===== config.mk =====
export PLATFORM = sky130hd
export DESIGN_NAME = ldcnt_top
export DESIGN_NICKNAME = d
export VERILOG_FILES = /design/src/rtl/ldcnt_pkg.sv /design/src/rtl/ldcnt_incr.sv /design/src/rtl/ldcnt_clrsync.sv /design/src/rtl/ldcnt_top.sv
export SDC_FILE = /design/constraint.sdc
export NUM_CORES = 1
export LEC_CHECK = 0
export ABC_CLOCK_PERIOD_IN_PS = 1200
export BUFFER_PORTS_ARGS = -buffer_cell sky130_fd_sc_hd__clkbuf_2
export CAP_MARGIN = 10
export CORE_AREA = 2 2 39 41
export CTS_BUF_LIST = sky130_fd_sc_hd__clkbuf_8
export DETAILED_ROUTE_END_ITERATION = 8
export DIE_AREA = 0 0 41 43
export MAX_ROUTING_LAYER = met4
export PLACE_DENSITY = 0.86
export SETUP_SLACK_MARGIN = 0.1
export SLEW_MARGIN = 30
export SYNTH_ARGS = -nofsm -noshare
export SYNTH_HDL_FRONTEND = slang
export SYNTH_SLANG_ARGS = --single-unit

===== constraint.sdc =====
create_clock -name clk -period 1.2 [get_ports clk]
set_input_delay 0.18 -clock clk [delete_from_list [all_inputs] [get_ports clk]]
set_output_delay 0.18 -clock clk [all_outputs]
set_load 0.01 [all_outputs]

===== src/rtl/ldcnt_pkg.sv =====
// Package: shared operation encoding for the loadable counter.
// Assumes: consumers decode only the four values below.
package ldcnt_pkg;

    // Operation chosen for a clock edge once the clears are out of the way.
    typedef enum logic [1:0] {
        OP_HOLD  = 2'b00,
        OP_INC   = 2'b01,
        OP_LOAD  = 2'b10,
        OP_LDINC = 2'b11
    } cnt_op_e;

    // Builds the operation from the load strobe and the count enable.
    function automatic cnt_op_e pick_op(input logic ld, input logic en);
        return cnt_op_e'({ld, en});
    endfunction

endpackage


===== src/rtl/ldcnt_incr.sv =====
// Module: combinational conditional incrementer.
// Output is the input plus one when inc is high and the input unchanged
// otherwise. It wraps modulo 2^WIDTH and has no carry out.
// Assumes: WIDTH >= 1.
module ldcnt_incr #(
    parameter int WIDTH = 8
) (
    input  logic [WIDTH-1:0] a,
    input  logic             inc,
    output logic [WIDTH-1:0] y
);
    localparam logic [WIDTH-1:0] ONE = WIDTH'(1);

    // Adds one only when requested.
    always_comb begin
        y = inc ? (a + ONE) : a;
    end
endmodule


===== src/rtl/ldcnt_clrsync.sv =====
// Module: clear synchronizer. The input sets the hold output at once and
// asynchronously. The hold output falls only after STAGES rising edges with
// the input low.
// Assumes: STAGES >= 1 and the input is active high.
module ldcnt_clrsync #(
    parameter int STAGES = 2
) (
    input  logic clk,
    input  logic clr_in,
    output logic clr_hold
);
    logic [STAGES-1:0] chain;

    // Shifts zeros in after release; the clear input fills the chain with ones.
    always_ff @(posedge clk or posedge clr_in) begin
        if (clr_in) chain <= '1;
        else        chain <= {chain[STAGES-2 >= 0 ? STAGES-2 : 0 : 0], 1'b0} & {STAGES{STAGES > 1}};
    end

    // The oldest stage drives the hold output.
    assign clr_hold = chain[STAGES-1];
endmodule


===== src/rtl/ldcnt_top.sv =====
// Module: loadable up counter with a load-plus-one mode.
// On each rising edge the priority order is: the asynchronous clear hold,
// then sclr, then the load/enable operation.
//   load=0 en=0 : hold       load=0 en=1 : count+1
//   load=1 en=0 : din        load=1 en=1 : din+1
// Assumes: the inputs other than aclr are synchronous to clk. aclr may
// arrive at any time.
module ldcnt_top #(
    parameter int WIDTH       = 8,
    parameter int SYNC_STAGES = 2
) (
    input  logic             clk,
    input  logic             aclr,
    input  logic             sclr,
    input  logic             load,
    input  logic             cnt_en,
    input  logic [WIDTH-1:0] din,
    output logic [WIDTH-1:0] count
);
    import ldcnt_pkg::*;

    logic             clr_hold;
    logic [WIDTH-1:0] q_r;
    logic [WIDTH-1:0] q_inc;
    logic [WIDTH-1:0] din_inc;
    logic [WIDTH-1:0] q_nxt;
    cnt_op_e          op;

    ldcnt_clrsync #(.STAGES(SYNC_STAGES)) u_clrsync (
        .clk      (clk),
        .clr_in   (aclr),
        .clr_hold (clr_hold)
    );

    // Incrementer on the register path.
    ldcnt_incr #(.WIDTH(WIDTH)) u_inc_q (
        .a   (q_r),
        .inc (cnt_en),
        .y   (q_inc)
    );

    // Incrementer on the parallel-input path.
    ldcnt_incr #(.WIDTH(WIDTH)) u_inc_d (
        .a   (din),
        .inc (cnt_en),
        .y   (din_inc)
    );

    // Load multiplexer, with the synchronous clear in front of it.
    always_comb begin
        op = pick_op(load, cnt_en);
        unique case (op)
            OP_LOAD, OP_LDINC: q_nxt = din_inc;
            default:           q_nxt = q_inc;
        endcase
        if (sclr) q_nxt = '0;
    end

    // Count register, cleared while the clear hold is active.
    always_ff @(posedge clk or posedge clr_hold) begin
        if (clr_hold) q_r <= '0;
        else          q_r <= q_nxt;
    end

    assign count = q_r;
endmodule


==> metrics.txt, run 1 <==
status finished with violations; violated checks setup timing; Final #Nets 114; Site Rows 14; GRT Overall Usage 26.47%; syn avg cell area 10.22 µm²; CP Data Required Time 1.34 ns; CP peak stage delay 0.40 ns; Crit path max-delay family simple AND/OR/NAND/NOR gates; worst path bufs/invs 0; grt total ovfl 0; commonest non-fill, non-tap cell in the layout clkbuf_2; Clock transition at path regs 0.05 ns; WL final 1.793 mm; top cell type's share of synthesized area 29.68%; RSZ-0062 raised after global routing yes; Slew Limit Fails 0; Lkg Pwr 0.0004288 µW; maximum vdd drop 0.0005720 V; Starting Density 48.73%; Cells after Synth 66; Post-synth EDFFs 0; global-route wire length before repair 2.704 mm; core footprint 1384 µm²; RePlAce Congestion 0.7656; slowest CP cell dfrtp_2; DR WL/cell 15.73 µm; flip-flop and latch count after synthesis 10; Buffers on Ports 20; max_cap viols 0; Tmin final 1.410 ns; Crit Reg-Reg Endpoint count[6]$_DFFE_PP0P_; # DRC 0; Setup Skew 0.003323 ns; clk buf depth 2; CP arrival 1.55 ns; clock latency on the worst-skew pair 0.24 ns; Distinct cells, synth 27; asr flop ratio synth 100.0%; DRT Pass-1 Iters 5; TritonCTS clock tree done; Final Core Density 70.80%; Via Count 621; Die Height 43 µm; Min-Delay Path Class reg -> async; # IOs 21; sequential share of the synthesized area 37.48%; most frequent cells in the layout clkbuf_2 (19), buf_4 (10), nand2_1 (8); cell mode on critical path nor3_2; worst-path fanout max 3; CTS H-tree lvls 1; Root Driver clkbuf_8; area delta synth->final 45.27%; drt via density 5.447; Worst Setup Slack, final -0.2101 ns; Peak Freq 709.2 MHz; Fin. Hold Viols 0; Fill cells 103; Fin Hold WS 0.1833 ns; die width 41 µm; CTS Buf Count 3; FF-to-FF path depth 5; Most used DFF post-synth dfrtp_1; antenna violations before repair 0; register-to-register setup slack -0.21 ns; Final HPWL DP 1.209 mm; worst flop-to-flop path startpoint count[0]$_DFFE_PP0P_; Worst Setup Start Kind register; cell taking the most area after synthesis dfrtp_1; DRT iter0 DRCs 14; Post-Syn Nets 81; Final setup viols 7; remaining antenna violation count 0; largest net degree at the start of global routing 15; vias in the first global route 620; CP Cell Sequence ha_4 -> nand4_1 -> nor3_2 -> nor3_2 -> a211oi_1; Setup CP Type reg -> reg; CP endpoint kind register; Power Density 1023 nW/µm²; mapped cell area 674.4 µm²; layout cells sized above 1 55.10%; Die ar. 1763 µm²; ant diodes 0; period utilization 117.5%; top cells by area, synth dfrtp_1 (30%), dfstp_2 (7.8%), mux4_2 (6.7%), xnor2_1 (6.5%), a211oi_1 (4.5%); pre-CTS WS -0.1559 ns; warning count from the yosys run 0; clock net sink count 10
-- layer usage --
layer	vias up	routed length (µm)	GRT usage (%)
met3	5	77	7.853
met4	0	52	16.00
met5	-	0	-
met2	20	998	44.38
met1	296	665	24.40
li1	300	-	-
-- registers in the layout (all words and copies together), names as in the netlist --
signal,flops
count,8
u_clrsync.chain,2
-- synthesized netlist by cell type, types with 2 or more instances --
cell type	count
nor3_1	5
dfrtp_1	8
mux4_2	2
nand2_1	8
nor2_1	5
xnor2_1	5
xor2_1	3
ha_1	2
nand4_1	2
a211oi_1	4
inv_1	2
o21a_1	2
buf_2	2
nor3_2	2
dfstp_2	2
-- cells by family (layout without fill, tap and decap cells) --
logic type	count (synthesis)	in the layout	synth area share [%]
AND/OR/NAND/NOR	28	28	25.05
flip-flops	10	10	37.48
AO/OA/AOI/OAI	8	8	9.832
XOR/XNOR	8	8	10.39
buffers and inverters	6	38	4.824
multiplexers	3	3	8.163
adder cells (fa/ha/maj)	2	2	3.710
other	1	1	0.5561
-- report_power, final --
part	internal [µW]	total (µW)	switching, µW
clock network	223	352	129
logic	132	254	123
registers	367	395	28.1
total	722	1000	280
-- area by class of cell --
cell class | instances | area (µm²) | share of cell area (%)
tap | 16 | 20.02 | 2.043
sequential | 10 | 256.5 | 26.18
multi-input combinational | 50 | 447.9 | 45.72
clock inverter | 1 | 3.754 | 0.3831
inverter | 2 | 7.507 | 0.7663
clock buffer | 3 | 41.29 | 4.215
timing repair buffer | 32 | 202.7 | 20.69
-- repair_timing --
item,CTS,global route
endpoints found under the hold margin,2,0
endpoints found under the setup margin,9,10
pin swaps,5,5
cloned,0,0
hold buffers,1,0
resized for setup,5,6
buffers inserted,1,0
-- through the flow --
stage          instance area [µm²]  instances  total power (µW)  setup TNS, ns
4_1_cts                      949.7        114             980.7        -0.5485
2_1_floorplan                690.7         66             516.9        -0.3109
3_5_place_dp                 860.8        108             619.1        -0.5505
3_3_place_gp                 860.8        108             606.7        -0.2644
6_report                     979.7        114              1002        -0.8811
5_1_grt                      979.7        114              1046         -1.261
-- how the worst max path moves through the flow --
stage / start / endpoint / depth (start not counted)
final: count[0]$_DFFE_PP0P_ / count[6]$_DFFE_PP0P_ / 5
after global routing: count[1]$_DFFE_PP0P_ / count[1]$_DFFE_PP0P_ / 3
after CTS: count[1]$_DFFE_PP0P_ / count[1]$_DFFE_PP0P_ / 3
after detailed placement: count[1]$_DFFE_PP0P_ / count[1]$_DFFE_PP0P_ / 3
after global placement: count[1]$_DFFE_PP0P_ / count[1]$_DFFE_PP0P_ / 3
after floorplan: count[1]$_DFFE_PP0P_ / count[1]$_DFFE_PP0P_ / 3
No activity file was read; power rests on OpenSTA's default activity.
==> inputs of run 2 (changes only) <==
- PLACE_DENSITY: 0.86 -> not set
- PLACE_DENSITY_LB_ADDON: not set -> 0.05
==> run 2 against run 1 <==
Power grew 4.5%. Highest routed layer unchanged. Sequential share of layout area grew 0.27 points. Clock skew shrank 0.0013 ns. Global-route usage shrank 5.2 points. Critical path depth shrank 2. The flow still finishes with violations (setup timing). Combinational power shrank 4%. Wire length shrank 19%. First-iteration DRC count shrank 50%. Cell area shrank 1.0%.
==> metrics.txt, run 2 (synthesis results as in run 1) <==
DRT Pass-1 Iters 3 (-2); TritonCTS clock tree done; Setup CP Type reg -> reg; Root Driver clkbuf_8; worst-path fanout max 2 (-1); Via Count 582 (-6.3%); Power Density 1079 nW/µm² (+5.5%); Slew Limit Fails 0 (unchanged); GRT Overall Usage 21.23% (-5.2 points); Buffers on Ports 20 (unchanged); Final #Nets 111 (-2.6%); status finished with violations; maximum vdd drop 0.0005811 V (+1.6%); max_cap viols 0 (unchanged); CP Launch Point count[0]$_DFFE_PP0P_; vias in the first global route 579 (-6.6%); Fin Hold WS 0.1990 ns (+0.01568 ns); total chip power 1047 µW (+4.5%); CTS H-tree lvls 1 (unchanged); dpl cell area 858.3 µm² (-0.29%); Site Rows 14 (unchanged); post-CTS repair timing setup buffer count 0 (-1); Worst Setup Slack, final -0.1464 ns (+0.06366 ns); drt via density 5.243 (-3.7%); design area 969.7 µm² (-1.0%); CP Data Required Time 1.31 ns (-0.03 ns); Die Height 43 µm (unchanged); core footprint 1384 µm² (unchanged); Setup crit end count[1]$_DFFE_PP0P_; Peak Freq 742.7 MHz (+4.7%); DR WL/cell 13.11 µm (-17%); FF-to-FF path depth 3 (-2); Min-Delay Path Class reg -> async; CP arrival 1.46 ns (-0.09 ns); clock net sink count 10 (unchanged); Final Core Density 70.07% (-0.72 points); Final HPWL DP 1.071 mm (-11%); clk buf depth 2 (unchanged); clock latency on the worst-skew pair 0.23 ns (about the same); Tmin final 1.346 ns (-0.06366 ns); antenna violations before repair 0 (unchanged); RePlAce Congestion 0.7637 (-0.25%); Starting Density 48.73% (unchanged); # IOs 21 (unchanged); most frequent cells in the layout clkbuf_2 (18), nand2_1 (8); Largest register FFs 8 (unchanged); Crit Reg-Reg Endpoint count[1]$_DFFE_PP0P_; # DRC 0 (unchanged); ant diodes 0 (unchanged); Clock transition at path regs 0.05 ns (about the same); period utilization 112.2% (-5.3 points); global-route wire length before repair 2.408 mm (-11%); layout cells sized above 1 51.58% (-3.5 points); commonest non-fill, non-tap cell in the layout clkbuf_2; worst flop-to-flop path startpoint count[0]$_DFFE_PP0P_; Fin. Hold Viols 0 (unchanged); DRT iter0 DRCs 7 (-7); CP endpoint kind register; remaining antenna violation count 0 (unchanged); register-to-register setup slack -0.15 ns (+0.06 ns); Worst Setup Start Kind register; Setup Skew 0.002019 ns (-0.001304 ns); area delta synth->final 43.78%; CTS Buf Count 3 (unchanged); largest net degree at the start of global routing 15 (unchanged); WL final 1.455 mm (-19%); violated checks setup timing; Die ar. 1763 µm² (unchanged); Lkg Pwr 0.0004122 µW (-3.9%); die width 41 µm (unchanged); RSZ-0062 raised after global routing yes; grt total ovfl 0 (unchanged); Final setup viols 6 (-1)
## run 2: power breakdown
| group | total, µW | internal, µW | switching, µW |
|---|---|---|---|
| Sequential | 391 | 367 | 24.4 |
| Combinational | 243 | 130 | 113 |
| Clock | 412 | 288 | 125 |
## run 2: layer usage
layer	part of all wire [%]	track usage, %	up-vias	wire [µm]
met5	0	-	-	0
met1	43	26.00	269	630
met2	51	30.94	15	737
li1	-	-	296	-
met4	1.9	12.00	0	27
met3	4.1	4.712	2	60
## run 2: layout make-up
cell class | count | area (µm²)
clock buffer | 4 | 55.05
fill | 103 | 414.1
multi-input combinational | 50 | 427.9
tap | 16 | 20.02
sequential | 10 | 256.5
timing repair buffer | 29 | 202.7
inverter | 2 | 7.507
## run 2: worst min-delay path by stage
stage | start | to | slack (ns)
6_report | u_clrsync.chain[1]$_DFF_PP1_ | count[7]$_DFFE_PP0P_ | 0.20
3_5_place_dp | aclr | u_clrsync.chain[1]$_DFF_PP1_ | 0.19
2_1_floorplan | aclr | u_clrsync.chain[0]$_DFF_PP1_ | 0.09
5_1_grt | u_clrsync.chain[1]$_DFF_PP1_ | count[7]$_DFFE_PP0P_ | 0.24
4_1_cts | u_clrsync.chain[1]$_DFF_PP1_ | count[7]$_DFFE_PP0P_ | 0.21
3_3_place_gp | aclr | u_clrsync.chain[1]$_DFF_PP1_ | 0.18
## run 2: through the flow
| stage | TNS (ns) | cells | worst slack (ns) |
|---|---|---|---|
| floorplan | -0.3109 | 66 | -0.1788 |
| global placement | -0.2631 | 106 | -0.1247 |
| detailed placement | -0.3944 | 106 | -0.1444 |
| CTS | -0.4833 | 111 | -0.1466 |
| global route | -0.8899 | 111 | -0.1700 |
| finish | -0.4582 | 111 | -0.1464 |
## run 2: critical path, stage by stage, from the launching register on
cell,delay [ns]
dfrtp_2,0.42
ha_4,0.24
mux4_2,0.43
nor2b_1,0.14
## run 2: timing repair
item,in CTS,in global routing
pin swaps,4,1
gates resized for setup,5,6
gates cloned,0,0
endpoints found under the setup margin,10,11
hold buffers,1,0
hold endpoints to repair,2,0
==> inputs of run 3 (changes only) <==
- ABC_AREA: not set -> 1
- CORE_AREA: 2 2 39 41 -> not set
- CORE_MARGIN: not set -> 2
- CORE_UTILIZATION: not set -> 55
- DIE_AREA: 0 0 41 43 -> not set
==> run 3 against run 2 <==
Utilization is 11 points higher. The flow still finishes with violations (setup timing). Combinational power is 18% higher. Clock skew is 0.0085 ns higher. Sequential cell count stayed put. Final cell count is 53% higher. Register-to-register slack better by 0.14 ns. Die area is 1.2% lower. Synthesized area is 16% higher. Via count is 50% higher. Synthesized cell count is 88% higher. Sequential share of layout area is 2.5 points lower. Clock power is 15% lower.
==> metrics.txt, run 3 <==
dpl cell area 938.4 µm² (+9.3%); Final setup viols 1 (-5); largest net degree at the start of global routing 14 (-1); CP peak stage delay 0.42 ns (about the same); top cell type's share of synthesized area 25.56% (-4.1 points); # DRC 0 (unchanged); most common cell in the netlist nand2_1; Buffers on Ports 20 (unchanged); DR WL/cell 10.48 µm (-20%); Cells after Synth 124 (+88%); commonest non-fill, non-tap cell in the layout nand2_1; most common library cells after synthesis nand2_1 (34), inv_1 (25), nand3_1 (22), o21ai_0 (11); worst flop-to-flop path startpoint count[0]$_DFFE_PP0P_; TritonCTS clock tree done; vias in the first global route 702 (+21%); CTS H-tree lvls 1 (unchanged); antenna violations before repair 0 (unchanged); warning count from the yosys run 0 (unchanged); sequential share of the synthesized area 32.27% (-5.2 points); syn avg cell area 6.317 µm² (-38%); status finished with violations; maximum vdd drop 0.0008672 V (+49%); global-route wire length before repair 2.891 mm (+20%); Final #Nets 171 (+54%); mapped cell area 783.3 µm² (+16%); Peak Freq 828.0 MHz (+11%); Setup Skew 0.01049 ns (+0.008466 ns); period utilization 100.6% (-12 points); WL final 1.782 mm (+22%); most frequent cells in the layout nand2_1 (34), inv_1 (25), nand3_1 (21); grt total ovfl 0 (unchanged); area delta synth->final 35.78%; violated checks setup timing; CP Launch Point count[0]$_DFFE_PP0P_; Post-synth EDFFs 0 (unchanged); worst-path fanout max 4 (+2); CP endpoint kind register; CTS Buf Count 3 (unchanged); clk buf depth 2 (unchanged); Fill cells 98 (-4.9%); Inst Count DP 163 (+54%); pre-CTS WS -0.02274 ns (+0.1217 ns); Lkg Pwr 0.0005778 µW (+40%); flip-flop and latch count after synthesis 10 (unchanged); DRT iter0 DRCs 31 (+24); Min-Delay Path Class reg -> async; max_cap viols 0 (unchanged); clock net sink count 10 (unchanged); Tmin final 1.208 ns (-0.1387 ns); cell mode on critical path buf_4; Starting Density 59.45% (+11 points); remaining antenna violation count 0 (unchanged); Fin. Hold Viols 0 (unchanged); Worst Setup Start Kind register; Finished Layout Cells 170 (+53%); Distinct cells, synth 16 (-41%); CP Cell Sequence buf_4 -> buf_6 -> inv_2 -> nor2_2 -> a21oi_2 -> buf_4 -> o21ai_2 -> inv_1; Clock transition at path regs 0.05 ns (about the same); GRT Overall Usage 22.92% (+1.7 points); DRT Pass-1 Iters 4 (+1); Die ar. 1742 µm² (-1.2%); Setup CP Type reg -> reg; Most used DFF post-synth dfrtp_1; Final HPWL DP 1.411 mm (+32%); slowest CP cell dfrtp_1; Slew Limit Fails 0 (unchanged); design area 1064 µm² (+9.7%); # IOs 21 (unchanged); drt via density 5.147 (-1.8%); clock latency on the worst-skew pair 0.24 ns (about the same); Post-Syn Nets 139 (+72%); Power Density 982.2 nW/µm² (-9.0%); Die Height 41.74 µm (-2.9%); top cells by area, synth dfrtp_1 (26%), nand2_1 (16%), nand3_1 (14%), inv_1 (12%), o21ai_0 (7.0%); Worst Setup Slack, final -0.007714 ns (+0.1387 ns); Root Driver clkbuf_8; final setup TNS -0.007714 ns (+0.4505 ns); layout cells sized above 1 29.68% (-22 points); die width 41.74 µm (+1.8%); ant diodes 0 (unchanged); asr flop ratio synth 100.0% (unchanged); cell taking the most area after synthesis dfrtp_1; CP Data Required Time 1.32 ns (about the same); Site Rows 13 (-1); Largest register FFs 8 (unchanged); core footprint 1318 µm² (-4.8%); CP arrival 1.33 ns (-0.13 ns); RePlAce Congestion 0.8213 (+7.5%); Fin Hold WS 0.1852 ns (-0.01378 ns); RSZ-0062 raised after global routing yes; Via Count 875 (+50%)
[run 3: changes by cell type after synthesis, sizes merged, moves of 6 or more]
cell   delta
inv      +23
nand2    +27
nand3    +22
nor3      -6
o21ai    +11
[run 3: repair_timing]
item,CTS,global route
buffers inserted,1,1
hold buffers,1,0
gates cloned,0,0
endpoints found under the setup margin,7,9
endpoints found under the hold margin,2,0
resized for setup,6,14
pin swaps,3,2
[run 3: cells by family (layout without fill, tap and decap cells)]
kind of cell / Yosys count / after routing / synth area share, %
adders and majority gates: 2 / 2 / 3.194
buffers and inverters: 26 / 57 / 13.42
and+or+nand+nor: 71 / 71 / 41.37
DFF: 10 / 10 / 32.27
other: 1 / 1 / 0.4788
AOI/OAI and AO/OA: 14 / 14 / 9.265
[run 3: path summary, 6_finish.rpt]
| check | endpoint | depth (start not counted) | slack (ns) |
|---|---|---|---|
| worst max-delay path | count[0]$_DFFE_PP0P_ | 8 | -0.008 |
| worst min-delay path | count[7]$_DFFE_PP0P_ | 1 | 0.19 |
| worst max register to register | count[0]$_DFFE_PP0P_ | 8 | -0.008 |
| worst min register to register | count[7]$_DFFE_PP0P_ | 1 | 0.19 |
| max in group asynchronous | u_clrsync.chain[0]$_DFF_PP1_ | 3 | 0.65 |
| min in group clk | count[0]$_DFFE_PP0P_ | 4 | 0.27 |
[run 3: power by group]
group | leakage, µW | internal, µW | total (µW) | switching, µW
clock | 0.0000269 | 224 | 351 | 128
sequential | 0.000122 | 371 | 407 | 36.0
combinational | 0.000429 | 132 | 286 | 154
[run 3: stage by stage]
stage / util [%] / total power [µW]
2_1_floorplan: - / 537.2
3_3_place_gp: 71.23 / 637.3
3_5_place_dp: 71.23 / 646.5
4_1_cts: 76.45 / 1012
5_1_grt: 80.72 / 1118
6_report: 80.72 / 1045
[run 3: metal layers]
metal / wire [µm] / global-route usage [%]
met1: 773 / 26.92
met2: 895 / 36.56
met3: 92 / 6.522
met4: 21 / 9.677
met5: 0 / -
[run 3: layout make-up]
class,count,area [µm²],share of cell area (%)
multi-input combinational,88,474.2,44.59
sequential,10,255.2,24.00
timing repair buffer,28,176.4,16.59
inverter,25,93.84,8.824
clock buffer,3,41.29,3.882
tap,15,18.77,1.765
clock inverter,1,3.754,0.3529
[run 3: critical path: cells and delay by family, from the launching register on]
kind | cells | cell delay [ns]
AO/OA/AOI/OAI | 2 | 0.16
buffers and inverters | 5 | 0.43
flip-flops | 1 | 0.42
AND/OR/NAND/NOR | 1 | 0.08
